File: config.mk
export PLATFORM = sky130hd
export DESIGN_NAME = mux_uart_bridge
export DESIGN_NICKNAME = d
export VERILOG_FILES = /design/src/rtl/mux_uart_bridge.sv
export SDC_FILE = /design/constraint.sdc
export NUM_CORES = 1
export LEC_CHECK = 0
export BUFFER_PORTS_ARGS = -buffer_cell sky130_fd_sc_hd__buf_4
export CORE_MARGIN = 5
export CORE_UTILIZATION = 62
export CTS_CLUSTER_SIZE = 10
export DETAILED_ROUTE_END_ITERATION = 7
export PLACE_DENSITY = 0.79
export RECOVER_POWER = 50
export SLEW_MARGIN = 20
export SYNTH_ARGS = -nofsm -noshare
export SYNTH_HDL_FRONTEND = slang
export SYNTH_SLANG_ARGS = --single-unit
File: constraint.sdc
create_clock -name clk -period 4.05 [get_ports clk]
set_input_delay 0.405 -clock clk [delete_from_list [all_inputs] [get_ports clk]]
set_output_delay 0.405 -clock clk [all_outputs]
set_load 0.01 [all_outputs]
File: src/rtl/mux_uart_bridge.sv
module mux_uart_bridge #(
  parameter int NCH  = 10,
  parameter int DIVW = 16
) (
  input  logic            clk,
  input  logic            rst_n,
  input  logic [DIVW-1:0] os_div,
  input  logic            wr_en,
  input  logic [15:0]     wr_data,
  input  logic            rd_en,
  output logic [15:0]     rd_data,
  output logic            irq,
  input  logic [NCH-1:0]  rx,
  output logic [NCH-1:0]  tx
);

  logic [DIVW-1:0] dcnt;
  logic            tick;
  assign tick = (dcnt >= os_div);

  always_ff @(posedge clk)
    if (!rst_n) dcnt <= '0;
    else        dcnt <= tick ? '0 : dcnt + 1'b1;

  logic [3:0] wr_ch;
  logic       wr_ok;
  assign wr_ch = wr_data[11:8];
  assign wr_ok = wr_en && (int'(wr_ch) < NCH);

  logic [NCH-1:0] tx_busy, drop_v, rx_done, pend, ferr, ovr;
  logic [7:0]     hold [NCH];
  logic [3:0]     sel;
  logic           busy_err, rd_clr;

  assign irq    = |pend;
  assign rd_clr = rd_en && irq;

  always_comb begin
    sel = '0;
    for (int i = NCH - 1; i >= 0; i--)
      if (pend[i]) sel = 4'(i);
  end

  assign rd_data = {1'b0, busy_err, ovr[sel], ferr[sel], sel, hold[sel]};

  always_ff @(posedge clk)
    if (!rst_n)     busy_err <= 1'b0;
    else if (|drop_v) busy_err <= 1'b1;
    else if (rd_en) busy_err <= 1'b0;

  for (genvar g = 0; g < NCH; g++) begin : g_ch
    logic [9:0] tsh;
    logic [3:0] tsub, tbit;
    logic       take;
    assign take      = wr_ok && (wr_ch == 4'(g));
    assign drop_v[g] = take && tx_busy[g];
    assign tx[g]     = tx_busy[g] ? tsh[0] : 1'b1;

    always_ff @(posedge clk)
      if (!rst_n) begin
        tx_busy[g] <= 1'b0;
        tsh <= '1; tsub <= '0; tbit <= '0;
      end else if (take && !tx_busy[g]) begin
        tx_busy[g] <= 1'b1;
        tsh <= {1'b1, wr_data[7:0], 1'b0};
        tsub <= '0; tbit <= '0;
      end else if (tx_busy[g] && tick) begin
        tsub <= tsub + 1'b1;
        if (tsub == 4'd15) begin
          tsh  <= {1'b1, tsh[9:1]};
          tbit <= tbit + 1'b1;
          if (tbit == 4'd9) tx_busy[g] <= 1'b0;
        end
      end

    logic [1:0] sync;
    logic       act, arm, line;
    logic [3:0] rsub, rbit;
    logic [7:0] rsh;
    assign line       = sync[1];
    assign rx_done[g] = tick && act && (rsub == 4'd7) && (rbit == 4'd9);

    always_ff @(posedge clk)
      if (!rst_n) begin
        sync <= 2'b11; act <= 1'b0; arm <= 1'b0;
        rsub <= '0; rbit <= '0; rsh <= '0;
      end else begin
        sync <= {sync[0], rx[g]};
        if (tick) begin
          if (!act) begin
            if (line) arm <= 1'b1;
            else if (arm) begin
              act <= 1'b1; arm <= 1'b0; rsub <= '0; rbit <= '0;
            end
          end else begin
            rsub <= rsub + 1'b1;
            if (rsub == 4'd15) rbit <= rbit + 1'b1;
            if (rsub == 4'd7) begin
              if (rbit == 4'd0) begin
                if (line) act <= 1'b0;
              end else if (rbit == 4'd9) act <= 1'b0;
              else rsh <= {line, rsh[7:1]};
            end
          end
        end
      end

    logic clr;
    assign clr = rd_clr && (sel == 4'(g));

    always_ff @(posedge clk)
      if (!rst_n) begin
        pend[g] <= 1'b0; ferr[g] <= 1'b0; ovr[g] <= 1'b0; hold[g] <= '0;
      end else if (rx_done[g]) begin
        pend[g] <= 1'b1;
        hold[g] <= rsh;
        ferr[g] <= !line;
        ovr[g]  <= pend[g] && !clr;
      end else if (clr) begin
        pend[g] <= 1'b0;
        ovr[g]  <= 1'b0;
      end
  end

endmodule

==> metrics.log <==
INFO  metric drt_wl_total = approximately 54000 µm
INFO  metric nFillCells = between 2k and 3k
INFO  metric cts.sinks = between 500 and 600
INFO  metric place_congestion = between 0.8 and 0.9
INFO  metric initialDrtViolationCount = 1363
INFO  metric synth-seq-area-share = 0.462
INFO  metric vias_per_cell = roughly 6
INFO  metric syn-mean-instance-area = between 8 and 9 µm²
INFO  metric worst-path-max-fanout = 46
INFO  metric post-cts-setup-buffer-count = 0
INFO  metric max_freq = between 200 and 300 MHz
INFO  metric layout.cells.most_common = dfxtp_1
INFO  metric tritoncts.num_buffers = between 50 and 60
INFO  metric initial_cell_density_of_the_core = 0.629
INFO  metric largest_net_degree_at_the_start_of_global_routing = ~150
INFO  metric fin_hold_viols = 0
INFO  metric cts.path.max_buffers = 3
INFO  metric mapped_nets = about 2.8k
INFO  metric port_buffers = between 60 and 70
INFO  metric netlist_area = 0.0237 mm²
INFO  metric syn2layout_area_growth = 9.94%
INFO  metric ctsRootBufferMaster = clkbuf_16
INFO  metric ff_latch_area = roughly 0.011 mm²
INFO  metric synth_cell_types = 63
INFO  metric reg2reg_setup_slack = 240 ps
INFO  metric pin_count = between 70 and 80
INFO  metric syn-instance-count = approximately 2.7k
INFO  metric fin_max_slew_vios = 31
INFO  metric timing_worst_slew_pin_value = roughly 1900 ps
INFO  metric drt_drc_violations_left = 0
INFO  metric max_capacitance_violation_count = 1
INFO  metric vias = between 15k and 20k
INFO  metric die_h = between 200 and 250 µm
INFO  metric final_antenna_net_count = 0
INFO  metric grt_first_pass_wirelength = between 80000 and 90000 µm
INFO  metric die_area = approximately 0.042 mm²
INFO  metric synth-edff-count = 80
INFO  metric layout-drive-gt1-share = 0.0704
INFO  metric std_cell_rows = a little over 70
INFO  metric place.detailed.hpwl = ~36000 µm
INFO  metric final_cell_mix = 427 x dfxtp_1, 354 x nor2_1, 206 x a21oi_1, 189 x nand2_1, 168 x o21ai_0
INFO  metric clkTransAtPathRegs = about 60 ps
INFO  metric fin_worst_skew = between 15 and 20 ps
INFO  metric h-tree-depth = 2
INFO  metric crit_path_end_kind = flop
INFO  metric synth-seq-cells = 507
INFO  metric power.density_cell_area = between 300 and 400 mW/mm²
INFO  metric rsz_0062_raised_after_global_routing = no
INFO  metric min_period = approximately 3800 ps
INFO  metric finish.instance_area = 0.0260 mm²
INFO  metric setup_violations = 0
INFO  metric min_period_over_period = 0.941
INFO  metric worst_skew_pair.late_latency = ~600 ps
INFO  metric core_area = approximately 0.038 mm²
INFO  metric number_of_global_route_vias_before_repair = around 19k
INFO  metric grt.total_usage = 0.255
INFO  metric cts_tree = yes
INFO  metric failing_checks = capacitance limit, slew limit
INFO  metric insertedDiodeCount = 0
INFO  metric post_cts_resize_count = 0
INFO  metric antenna_found_initial = 1
INFO  metric worst_slew_margin_rel = -0.244
INFO  metric ys_async_sr_fraction = 0
INFO  metric critical_path_arrival = 4260 ps
INFO  metric required = roughly 4500 ps
INFO  metric finalCoreUtilization = 0.692
INFO  metric hold_path_class = in2reg
INFO  metric timing.final.ws_setup = 240 ps
INFO  metric ys.flop_type = dfxtp_1
INFO  metric crit_type = reg2reg
INFO  metric final_net_count = roughly 2.8k
INFO  metric outcome = complete, but fails checks
INFO  metric totalNegativeSetupSlack = 0 ps
INFO  metric placedInstanceArea = between 0.02 and 0.025 mm²
INFO  metric die-width = roughly 210 µm
INFO  metric yosysWarnings = 0
INFO  metric grt_overflow_total = 0
INFO  metric pre_cts_ws = approximately 480 ps
INFO  metric start_kind = flop
INFO  metric multi_input_comb_area = 0.0117 mm²
INFO  metric detail_route.first_pass.iterations = 8
INFO  metric ir_worst_vdd = ~0.0003 V
INFO  metric drt-wirelength-per-cell = approximately 17 µm
INFO  metric p_leak = between 8 and 9 nW
==> logic make-up after synthesis <==
group	synth area share
AOI/OAI and AO/OA	0.140
xor gates and xnor gates	0.0189
adders and majority gates	0.0459
buffers and inverters	0.0420
DFF	0.462
muxes	0.0452
other	0.000158
and+or+nand+nor	0.246
==> through the flow <==
stage / total power, W / hold WS [ps] / std cells
detailed placement: 0.00561 / 393 / 3161
global placement: 0.00560 / 389 / 3161
finish: 0.0101 / 47.7 / 3254
global route: 0.0104 / 17.0 / 3254
floorplan: 0.00549 / 386 / 2706
CTS: 0.0102 / 25.4 / 3254
==> per-layer routing <==
| layer | routed length (µm) | part of all wire | vias up | GRT usage |
|---|---|---|---|---|
| met4 | 1360 | 0.025 | 0 | 0.0888 |
| met2 | 25600 | 0.47 | 601 | 0.422 |
| met1 | 23600 | 0.43 | 9221 | 0.337 |
| met3 | 3920 | 0.072 | 105 | 0.0471 |
| met5 | 0 | 0 | - | 0 |
| li1 | - | - | 9524 | - |
==> critical path: stages (launching register included) <==
cell and delay (ps):
dfxtp_1 430, ha_1 290, a21oi_1 130, o21ai_0 130, a21oi_2 940, clkbuf_1 380
nand2_1 110, clkbuf_1 400, buf_4 440, a31oi_1 290, a22oi_1 100
==> state kept, by name, summed over array words and instances, names as in the netlist, 16 cells and up <==
register   count
g_ch.rsub     40
g_ch.tsub     40
g_ch.tbit     40
hold          80
g_ch.sync     20
dcnt          16
g_ch.rsh      80
g_ch.tsh      90
g_ch.rbit     40
==> synth_stat cells, drive strengths merged, types with 5 or more instances <==
cell type  number  area share
nor3           86       0.018
nand2         189       0.030
or4            27      0.0086
nor2          354       0.056
o221ai         18      0.0067
a211oi         38       0.012
a31o           15      0.0055
and3           12      0.0032
a31oi           7      0.0018
nand3b         23      0.0073
mux2i          81       0.034
mux2           23       0.011
a311oi         15      0.0055
clkbuf        110       0.018
or3            70       0.018
nand4          39       0.010
o31ai           6      0.0019
xor2            8      0.0030
inv            92       0.015
and4            6      0.0022
nor4           32       0.011
a21oi         208       0.044
a21boi          5      0.0016
xnor2          43       0.016
and2           84       0.022
dfxtp         427        0.36
a21o           12      0.0038
nand3         113       0.024
o211ai         10      0.0032
a22oi           7      0.0022
edfxtp         80        0.10
o21ai         169       0.036
or2             9      0.0024
nor2b          53       0.014
buf            45      0.0097
ha             87       0.046
nand2b         56       0.015
==> timing repair <==
action	4_1_cts	5_1_grt
endpoints found under the hold margin	7	0
hold buffers	7	0
endpoints found under the setup margin	0	0
==> final cells by class <==
type | instances | share of cell area
timing repair buffer | 106 | 0.0281
clock buffer | 85 | 0.0620
sequential | 507 | 0.420
multi-input combinational | 1951 | 0.451
inverter | 93 | 0.0136
tap | 511 | 0.0245
clock inverter | 1 | 0.000336
==> worst paths after layout <==
kind,cells past startpoint,start,endpoint
worst max-delay path,10,dcnt[7]$_SDFF_PP0_,g_ch[5].tsh[7]$_SDFFE_PN1P_
worst min-delay path,2,rx[5],g_ch[5].sync[0]$_SDFF_PN1_
worst max register to register,10,dcnt[7]$_SDFF_PP0_,g_ch[5].tsh[7]$_SDFFE_PN1P_
worst min register to register,1,g_ch[5].sync[0]$_SDFF_PN1_,g_ch[5].sync[1]$_SDFF_PN1_
==> report_power, final <==
group	internal [W]	switching [W]	total (W)
clock network	0.00269	0.00191	0.00460
logic	0.0000958	0.000201	0.000297
registers	0.00518	0.0000354	0.00522
(Power assumes the default switching activity.)
